`config.mk`:
```
export PLATFORM = sky130hd
export DESIGN_NAME = eppCycleEngine
export DESIGN_NICKNAME = d
export VERILOG_FILES = /design/src/rtl/eppPkg.sv /design/src/rtl/eppCtrl.sv /design/src/rtl/eppDatapath.sv /design/src/rtl/eppCycleEngine.sv
export SDC_FILE = /design/constraint.sdc
export NUM_CORES = 1
export LEC_CHECK = 0
export BUFFER_PORTS_ARGS = -buffer_cell sky130_fd_sc_hd__buf_2
export CORE_ASPECT_RATIO = 0.6
export CORE_MARGIN = 10
export CORE_UTILIZATION = 45
export CTS_BUF_LIST = sky130_fd_sc_hd__clkbuf_8
export DETAILED_ROUTE_END_ITERATION = 10
export GPL_TIMING_DRIVEN = 0
export PLACE_DENSITY = 0.81
export SYNTH_ARGS = -nofsm -noshare
export SYNTH_HDL_FRONTEND = slang
export SYNTH_SLANG_ARGS = --single-unit
```
`constraint.sdc`:
```
create_clock -name clk -period 1.5 [get_ports clk]
set_input_delay 0 -clock clk [delete_from_list [all_inputs] [get_ports clk]]
set_output_delay 0 -clock clk [all_outputs]
set_load 0.01 [all_outputs]
```
`src/rtl/eppPkg.sv`:
```
package eppPkg;
  localparam int CTL_STB  = 0;
  localparam int CTL_AFD  = 1;
  localparam int CTL_INIT = 2;
  localparam int CTL_DIR  = 5;

  localparam logic [2:0] OFS_DATA   = 3'd0;
  localparam logic [2:0] OFS_STATUS = 3'd1;
  localparam logic [2:0] OFS_CTRL   = 3'd2;
  localparam logic [2:0] OFS_EADDR  = 3'd3;

  typedef enum logic [2:0] {
    ST_IDLE, ST_WAITRDY, ST_SETUP, ST_STB, ST_DONE
  } eppState_t;

  typedef struct packed {
    logic capWr;
    logic capRd;
    logic setTmo;
    logic inCycle;
    logic isWrite;
    logic dataStb;
    logic addrStb;
  } eppStrobe_t;
endpackage

```
`src/rtl/eppCtrl.sv`:
```
module eppCtrl
  import eppPkg::*;
#(
  parameter int CLK_HZ = 50_000_000,
  parameter int TMO_US = 10
) (
  input  logic       clk,
  input  logic       rstN,
  input  logic       eppModeEn,
  input  logic [2:0] hostAddr,
  input  logic       hostRdN,
  input  logic       hostWrN,
  input  logic       dirBit,
  input  logic       waitS,
  output eppStrobe_t st,
  output logic       hostReady
);
  localparam int TMO_CYC = (CLK_HZ / 1_000_000) * TMO_US;
  localparam int CW      = (TMO_CYC > 2) ? $clog2(TMO_CYC) : 1;
  localparam logic [CW-1:0] CNT_LAST = CW'(TMO_CYC - 1);

  eppState_t state, nextState;
  logic [CW-1:0] cnt;
  logic curWrite, curAddr;
  logic hostReq, eppHit, tmoHit, busy;

  assign hostReq = !hostRdN || !hostWrN;
  assign eppHit  = eppModeEn && hostReq && (hostAddr >= OFS_EADDR);
  assign tmoHit  = (cnt == CNT_LAST);
  assign busy    = (state == ST_WAITRDY) || (state == ST_SETUP) || (state == ST_STB);

  always_comb begin
    nextState = state;
    st = '0;
    st.isWrite = curWrite;
    st.inCycle = (state == ST_SETUP) || (state == ST_STB);
    st.dataStb = (state == ST_STB) && !curAddr;
    st.addrStb = (state == ST_STB) && curAddr;
    unique case (state)
      ST_IDLE: if (eppHit) begin
        nextState = ST_WAITRDY;
        st.capWr  = 1'b1;
      end
      ST_WAITRDY: begin
        if (!waitS) nextState = ST_SETUP;
        else if (tmoHit) begin
          nextState = ST_DONE;
          st.setTmo = 1'b1;
        end
      end
      ST_SETUP: nextState = ST_STB;
      ST_STB: begin
        if (waitS) begin
          nextState = ST_DONE;
          st.capRd  = 1'b1;
        end else if (tmoHit) begin
          nextState = ST_DONE;
          st.setTmo = 1'b1;
        end
      end
      ST_DONE: if (!hostReq) nextState = ST_IDLE;
      default: nextState = ST_IDLE;
    endcase
  end

  assign hostReady = !(busy || ((state == ST_IDLE) && eppHit));

  always_ff @(posedge clk or negedge rstN) begin
    if (!rstN) begin
      state    <= ST_IDLE;
      cnt      <= '0;
      curWrite <= 1'b0;
      curAddr  <= 1'b0;
    end else begin
      state <= nextState;
      if (state == ST_IDLE) cnt <= '0;
      else if (busy && !tmoHit) cnt <= cnt + CW'(1);
      if (st.capWr) begin
        curWrite <= !hostWrN && !dirBit;
        curAddr  <= (hostAddr == OFS_EADDR);
      end
    end
  end
endmodule

```
`src/rtl/eppDatapath.sv`:
```
module eppDatapath
  import eppPkg::*;
(
  input  logic       clk,
  input  logic       rstN,
  input  eppStrobe_t st,
  input  logic [2:0] hostAddr,
  input  logic       hostRdN,
  input  logic       hostWrN,
  input  logic [7:0] hostWdata,
  output logic [7:0] hostRdata,
  input  logic [7:0] pdIn,
  output logic [7:0] pdOut,
  output logic       pdOe,
  output logic       nWriteOut,
  output logic       nDataStb,
  output logic       nAddrStb,
  output logic       nStrobeOut,
  output logic       nAutoFdOut,
  output logic       nInitOut,
  output logic       dirBit,
  output logic       tmoFlag
);
  logic [7:0] dataReg, ctrlReg, wrLatch, rdLatch;
  logic localWr, forceWr;

  assign localWr = !hostWrN && (hostAddr < OFS_EADDR);
  assign dirBit  = ctrlReg[CTL_DIR];
  assign forceWr = ctrlReg[CTL_STB];

  always_ff @(posedge clk or negedge rstN) begin
    if (!rstN) begin
      dataReg <= '0;
      ctrlReg <= '0;
      wrLatch <= '0;
      rdLatch <= '0;
      tmoFlag <= 1'b0;
    end else begin
      if (localWr && hostAddr == OFS_DATA) dataReg <= hostWdata;
      if (localWr && hostAddr == OFS_CTRL) ctrlReg <= hostWdata;
      if (st.capWr) wrLatch <= hostWdata;
      if (st.capRd) rdLatch <= pdIn;
      else if (st.setTmo) rdLatch <= 8'hFF;
      if (st.setTmo) tmoFlag <= 1'b1;
      else if ((localWr && hostAddr == OFS_STATUS && hostWdata[0]) ||
               (!hostRdN && hostAddr == OFS_STATUS)) tmoFlag <= 1'b0;
    end
  end

  always_comb begin
    unique case (hostAddr)
      OFS_DATA:   hostRdata = dirBit ? pdIn : dataReg;
      OFS_STATUS: hostRdata = {7'd0, tmoFlag};
      OFS_CTRL:   hostRdata = ctrlReg;
      default:    hostRdata = rdLatch;
    endcase
  end

  always_comb begin
    if (st.inCycle) begin
      pdOut     = st.isWrite ? wrLatch : dataReg;
      pdOe      = st.isWrite || forceWr;
      nWriteOut = !(st.isWrite || forceWr);
    end else begin
      pdOut     = dataReg;
      pdOe      = !dirBit;
      nWriteOut = 1'b1;
    end
  end

  assign nDataStb   = !st.dataStb;
  assign nAddrStb   = !st.addrStb;
  assign nStrobeOut = !ctrlReg[CTL_STB];
  assign nAutoFdOut = !ctrlReg[CTL_AFD];
  assign nInitOut   = !ctrlReg[CTL_INIT];
endmodule

```
`src/rtl/eppCycleEngine.sv`:
```
module eppCycleEngine
  import eppPkg::*;
#(
  parameter int CLK_HZ = 50_000_000,
  parameter int TMO_US = 10
) (
  input  logic       clk,
  input  logic       rstN,
  input  logic       eppModeEn,
  input  logic [2:0] hostAddr,
  input  logic       hostRdN,
  input  logic       hostWrN,
  input  logic [7:0] hostWdata,
  output logic [7:0] hostRdata,
  output logic       hostReady,
  input  logic [7:0] pdIn,
  output logic [7:0] pdOut,
  output logic       pdOe,
  output logic       nWriteOut,
  output logic       nDataStb,
  output logic       nAddrStb,
  input  logic       nWaitIn,
  output logic       nStrobeOut,
  output logic       nAutoFdOut,
  output logic       nInitOut
);
  eppStrobe_t st;
  logic waitMeta, waitS, dirBit, tmoFlag;

  always_ff @(posedge clk or negedge rstN) begin
    if (!rstN) begin
      waitMeta <= 1'b1;
      waitS    <= 1'b1;
    end else begin
      waitMeta <= nWaitIn;
      waitS    <= waitMeta;
    end
  end

  eppCtrl #(.CLK_HZ(CLK_HZ), .TMO_US(TMO_US)) u_ctrl (
    .clk(clk), .rstN(rstN), .eppModeEn(eppModeEn), .hostAddr(hostAddr),
    .hostRdN(hostRdN), .hostWrN(hostWrN), .dirBit(dirBit), .waitS(waitS),
    .st(st), .hostReady(hostReady)
  );

  eppDatapath u_dp (
    .clk(clk), .rstN(rstN), .st(st), .hostAddr(hostAddr), .hostRdN(hostRdN),
    .hostWrN(hostWrN), .hostWdata(hostWdata), .hostRdata(hostRdata),
    .pdIn(pdIn), .pdOut(pdOut), .pdOe(pdOe), .nWriteOut(nWriteOut),
    .nDataStb(nDataStb), .nAddrStb(nAddrStb), .nStrobeOut(nStrobeOut),
    .nAutoFdOut(nAutoFdOut), .nInitOut(nInitOut), .dirBit(dirBit),
    .tmoFlag(tmoFlag)
  );
endmodule

```
==> results.py, run 1 <==
metrics = {
    "drt": {
        "drtAntennaViolNets": 0,
        "vias": 2127,
        "drt-total-wl_mm": 7.14,
        "wl_per_cell_um": 18.2,
        "drc": 0,
        "drtIter0Drc": 138,
        "dr.pass1.iters": 4,
        "avgViaCountPerCell": 5.41,
    },
    "logic_synthesis": {
        "seq_area_frac_synth_pct": 48.0,
        "syn-cell-area_um2": 2560,
        "yosysTopAreaCell": "dfrtp_1",
        "syn_nets": 249,
        "synth_ff_type": "dfrtp_1",
        "synth_edf_count": 0,
        "synth_area_leaders": "dfrtp_1, mux2_2, o21ai_0, mux2i_1, nand2_1",
        "post_synth_inst_count": 223,
        "yosysWarningCount": 0,
        "synth_area_per_cell_um2": 11.5,
        "async_flop_share_pct": 100,
        "synth_cell_type_count": 50,
        "synth_top_area_share_pct": 45.9,
        "synth-seq-cells": 49,
    },
    "grt": {
        "grt_max_degree": 50,
        "grt_antenna_before_repair": 0,
        "track_usage_pct": 15.0,
        "grt_first_pass_wirelength_mm": 11.3,
        "grt.overflow.total": 0,
        "grt_pass1_vias": 2182,
    },
    "cells_and_area": {
        "final_common_cell": "dfrtp_1",
        "nets": 338,
        "syn2layout_area_growth_pct": 39.1,
        "fin_area_um2": 3560,
        "multi_input_area_um2": 1400,
        "drive_gt1_share_pct": 44.7,
        "final_cell_mix": "dfrtp_1, buf_2, nand2_1",
        "antenna_cells": 0,
        "fillCellCount": 436,
        "seqCellArea_um2": 1230,
        "post-route-util_pct": 64.2,
    },
    "run_status": {
        "status": "complete, but fails checks",
        "violations": "negative setup slack",
    },
    "sta": {
        "worst_pin_slew_ns": 1.08,
        "finalCritPeriodShare_pct": 107,
        "slew_viol_final": 0,
        "grt_setup_unrepaired": "yes",
        "finClkSkew_ns": 0.00977,
        "worst_slew_margin_rel_pct": 27.8,
        "timing.hold.ws_ns": 0.0194,
        "postLayoutSetupSlackWorst_ns": -0.109,
        "period_needed_ns": 1.61,
        "fmax_mhz": 622,
        "setup_violations": 23,
        "tns_ns": -1.76,
        "hold_violations": 0,
    },
    "die": {
        "dieArea_um2": 9200,
        "rows": 21,
        "die_h_um": 78.4,
        "start_util_pct": 46.2,
        "coreArea_um2": 5540,
        "io_pins": 49,
        "die_width_um": 117,
    },
    "run": {
        "drv_cap": 0,
    },
    "min_path": {
        "hp-class": "input pin to register",
    },
    "clock_tree": {
        "path_clk_slew_ns": 0.09,
        "clock_latency_ns": 0.31,
        "cts_tree": "done",
        "cts.sinks": 49,
        "numCtsBuffers": 5,
        "root_buffer": "clkbuf_8",
        "htree_levels": 2,
        "clockBufferDepth": 2,
    },
    "setup_path": {
        "worstPathArrival_ns": 1.85,
        "worst_path_dominant_cell_family": "simple AND/OR/NAND/NOR gates",
        "endpoint_kind": "register",
        "slowest_stage": "dfrtp_1",
        "critPathMaxStageDelay_ns": 0.40,
        "critical_path_buf_inv_count": 1,
        "critical_path.cell_chain": "ha_4, and4bb_4, a31oi_4, nor3b_4, buf_6, o22a_1",
        "crit_type": "register to register",
        "worstPathMaxFanout": 5,
        "cp.required_ns": 1.74,
        "cp-start-kind": "register",
    },
    "placed_design": {
        "place_ws_ns": -0.237,
        "dpl_cell_area_um2": 2900,
        "dp_hpwl_mm": 4.74,
        "gp_congestion": 0.768,
        "port-buffer-count": 46,
    },
    "power_and_ir_drop": {
        "ir_drop_mv": 0.725,
        "pwr-share-comb_pct": 48.0,
        "power_density_nw_per_um2": 1610,
        "intPower_mw": 3.68,
        "p_seq_share_pct": 37.1,
        "p_switching_mw": 2.06,
        "netSwitchingFraction_pct": 35.8,
        "pwr-share-clk_pct": 14.9,
        "p_leak_nw": 1.61,
    },
}
[state kept, by name (all words and copies together) (netlist names), 3 cells and up]
name	flops
u_ctrl.state	3
u_dp.ctrlReg	8
u_dp.wrLatch	8
u_dp.rdLatch	8
u_dp.dataReg	8
u_ctrl.cnt	9
[cell type report]
cell class / count / area share (%)
buffer: 10 / 2.21
clock inverter: 1 / 0.141
tap: 80 / 2.81
multi-input combinational: 158 / 39.2
timing repair buffer: 82 / 17.7
clock buffer: 7 / 2.71
sequential: 49 / 34.6
inverter: 6 / 0.632
[metrics by stage]
step           std cells  power (mW)
6_report             393        5.74
5_1_grt              393        6.08
4_1_cts              391        5.55
3_5_place_dp         349        4.13
3_3_place_gp         349        4.05
2_1_floorplan        223        3.46
[cell families after synthesis]
family / share of synthesized area [%]
xor+xnor: 1.03
buf+inv: 3.42
fa+ha+maj: 0.489
simple gates: 15.0
mux: 17.0
compound gates: 15.1
flops: 48.0
[synthesized netlist by cell type, types with 2 or more instances]
| library cell | instances |
|---|---|
| mux2_4 | 5 |
| a32o_1 | 2 |
| xor2_1 | 2 |
| nand4b_1 | 3 |
| mux2i_1 | 9 |
| clkbuf_1 | 2 |
| nand4_1 | 2 |
| dfstp_2 | 2 |
| nand2_1 | 21 |
| dfrtp_1 | 47 |
| a31oi_1 | 2 |
| o21ai_0 | 21 |
| buf_6 | 2 |
| a21oi_1 | 5 |
| nand3_1 | 4 |
| buf_4 | 2 |
| inv_1 | 6 |
| buf_2 | 4 |
| nor2b_1 | 6 |
| mux2_2 | 24 |
| nor2_1 | 8 |
| nor3_1 | 2 |
| o22a_1 | 7 |
| a21o_1 | 3 |
| a22o_1 | 6 |
| a41oi_1 | 2 |
[worst paths after layout]
check / startpoint / to / slack (ns) / cells after the start
max: u_ctrl.cnt[1] / u_dp.rdLatch[5] / -0.11 / 6
min: hostAddr[2] / u_ctrl.curAddr / 0.02 / 2
max reg2reg: u_ctrl.cnt[1] / u_dp.rdLatch[5] / -0.11 / 6
min reg2reg: waitMeta / waitS / 0.36 / 0
max in group asynchronous: rstN / u_dp.ctrlReg[5] / 0.34 / 2
min in group asynchronous: rstN / u_ctrl.cnt[4] / 0.42 / 2
[metal layers]
metal / share of wire (%) / track usage (%) / vias up / wire (um)
met4: 1.1 / 4.10 / 0 / 80
li1: - / - / 1000 / -
met1: 46 / 20.7 / 1044 / 3280
met2: 45 / 22.4 / 72 / 3200
met5: 0 / 0 / - / 0
met3: 8.1 / 4.50 / 11 / 576
[worst reg2reg max path, cell delays in order, from the launching register on]
cell      delay (ns)
dfrtp_1         0.40
ha_4            0.16
and4bb_4        0.30
a31oi_4         0.12
nor3b_4         0.29
buf_6           0.17
o22a_1          0.12
[power by group through the flow]
stage / clock network, mW / registers (mW) / logic, mW
after floorplan: 0 / 2.01 / 1.45
after global placement: 0 / 2.08 / 1.97
after detailed placement: 0 / 2.11 / 2.02
after CTS: 0.861 / 2.10 / 2.59
after global routing: 0.917 / 2.20 / 2.97
final: 0.853 / 2.13 / 2.76
[what timing repair did]
action	4_1_cts	5_1_grt
endpoints found under the setup margin	34	48
resized for setup	35	25
endpoints found under the hold margin	81	0
gates cloned	2	0
pin swaps	5	6
hold buffers	19	0
buffers inserted	13	2
No activity file was read; power rests on OpenSTA's default activity.
==> inputs of run 2 (changes only) <==
REMOVE_ABC_BUFFERS = 1   (was unset)
==> run 2 against run 1 <==
Effect of this change:
- the run still ends with negative setup slack left
- largest power group unchanged
- critical path type unchanged
- clock skew increased by 0.0017 ns
- clock-buffer cell count decreased by 2
- combinational power decreased by 3%
- highest routed layer unchanged
==> results.py, run 2 (same netlist as run 1, synthesis figures left out) <==
metrics = {
    "setup_path": {
        "worstPathMaxFanout": 4,
        "cp-start-kind": "register",
        "timing.rr.start": "u_ctrl.cnt[1]",
        "worstPathArrival_ns": 1.80,
        "crit_type": "register to register",
        "critPathMaxStageDelay_ns": 0.39,
        "critical_path.cell_chain": "ha_2, buf_4, nand4b_1, or3_1, a21oi_1",
        "endpoint_kind": "register",
        "cp.required_ns": 1.71,
        "startpoint": "u_ctrl.cnt[1]",
        "slowest_stage": "or3_1",
    },
    "die": {
        "dieArea_um2": 9200,
        "die_h_um": 78.4,
        "rows": 21,
        "die_width_um": 117,
        "start_util_pct": 46.2,
        "io_pins": 49,
        "coreArea_um2": 5540,
    },
    "power_and_ir_drop": {
        "netSwitchingFraction_pct": 35.8,
        "p_switching_mw": 2.00,
        "pwr-share-clk_pct": 13.4,
        "total_power_mw": 5.57,
        "p_seq_share_pct": 38.6,
        "pwr-share-comb_pct": 48.0,
        "p_leak_nw": 1.57,
        "intPower_mw": 3.58,
        "power_density_nw_per_um2": 1610,
        "ir_drop_mv": 0.617,
    },
    "clock_tree": {
        "numCtsBuffers": 5,
        "clockBufferDepth": 2,
        "path_clk_slew_ns": 0.08,
        "cts_tree": "done",
        "root_buffer": "clkbuf_8",
        "cts.sinks": 49,
        "clock_latency_ns": 0.30,
        "htree_levels": 2,
    },
    "sta": {
        "period_needed_ns": 1.60,
        "finalCritPeriodShare_pct": 107,
        "finClkSkew_ns": 0.0115,
        "grt_setup_unrepaired": "yes",
        "fmax_mhz": 626,
        "postLayoutSetupSlackWorst_ns": -0.0983,
        "hold_violations": 0,
        "slew_viol_final": 0,
        "worst_pin_slew_ns": 1.07,
        "worst_slew_margin_rel_pct": 28.7,
        "setup_violations": 23,
    },
    "placed_design": {
        "gp_congestion": 0.848,
        "dp_hpwl_mm": 4.51,
        "dp.cells": 341,
        "port-buffer-count": 48,
        "place_ws_ns": -0.404,
    },
    "grt": {
        "grt_max_degree": 50,
        "track_usage_pct": 14.4,
        "top_usage_layer": "met2",
        "grt_pass1_vias": 2156,
        "met3_usage_pct": 3.14,
        "grt_first_pass_wirelength_mm": 11.1,
        "grt_use_met1_pct": 19.9,
        "grt_antenna_before_repair": 0,
        "met2_usage_pct": 22.3,
        "grt.overflow.total": 0,
    },
    "drt": {
        "drt-total-wl_mm": 7.01,
        "vias": 2169,
        "drtIter0Drc": 229,
        "drtAntennaViolNets": 0,
        "wl_per_cell_um": 18.0,
        "dr.pass1.iters": 5,
        "drc": 0,
        "avgViaCountPerCell": 5.56,
    },
    "cells_and_area": {
        "nets": 335,
        "top_register": "u_ctrl.cnt",
        "final_common_cell": "dfrtp_1",
        "drive_gt1_share_pct": 41.9,
        "syn2layout_area_growth_pct": 34.8,
        "largest_reg_flops": 9,
        "antenna_cells": 0,
        "final_cell_mix": "dfrtp_1, buf_2, nand2_1, buf_4, dlygate4sd3_1",
        "post-route-util_pct": 62.2,
        "fin_cells": 390,
    },
    "run_status": {
        "status": "complete, but fails checks",
        "violations": "negative setup slack",
    },
    "min_path": {
        "hp-class": "input pin to register",
        "min-delay-start": "hostWrN",
    },
    "run": {
        "drv_cap": 0,
    },
}
run 2: layer usage:
metal / routed length, um / vias up
met5: 0 / -
met3: 462 / 11
met2: 3280 / 112
met1: 3160 / 1053
met4: 109 / 0
li1: - / 993
run 2: final cells by class:
class                   instances  area [um2]
well taps                      80         100
fillers                       442        2090
multi-input cells             158        1350
repair buffers                 89         663
clock inverters                 3        12.5
clock buffers                   5        68.8
flip-flops and latches         49        1230
inverters                       6        22.5
run 2: metrics by stage:
step	setup TNS (ns)	hold slack [ns]	instance area, um2
2_1_floorplan	-0.992	-0.296	2490
3_3_place_gp	-9.55	0.107	2840
3_5_place_dp	-10.91	0.108	2840
4_1_cts	-0.387	0.0179	3370
5_1_grt	-2.56	0.0298	3450
6_report	-0.785	0.0340	3450
run 2: timing repair:
action	CTS	global route
resized for setup	33	7
buffers inserted	16	7
hold buffers	18	0
endpoints found under the hold margin	79	0
pin swaps	7	4
endpoints found under the setup margin	49	36
run 2: worst max-delay path, delay by kind of cell, from the launching register on:
kind,cells,cell delay [ns]
and+or+nand+nor,2,0.63
adders and majority gates,1,0.19
AOI/OAI and AO/OA,1,0.20
buffers and inverters,1,0.12
DFF,1,0.37
run 2: worst paths after layout:
path                                        end  slack (ns)  depth (start not counted)
worst max-delay path              u_ctrl.cnt[6]        -0.1                          5
worst min-delay path            u_ctrl.curWrite        0.03                          2
worst max register to register    u_ctrl.cnt[6]        -0.1                          5
worst min register to register            waitS        0.36                          0
max in group asynchronous       u_ctrl.state[1]        0.33                          2
min in group asynchronous       u_dp.wrLatch[2]        0.44                          2
run 2: power groups by stage:
stage	clock network, mW	logic, mW	registers [mW]
6_report	0.745	2.68	2.15
5_1_grt	0.814	2.90	2.21
4_1_cts	0.749	2.48	2.13
3_5_place_dp	0	1.85	2.21
3_3_place_gp	0	1.80	2.17
2_1_floorplan	0	1.30	2.08
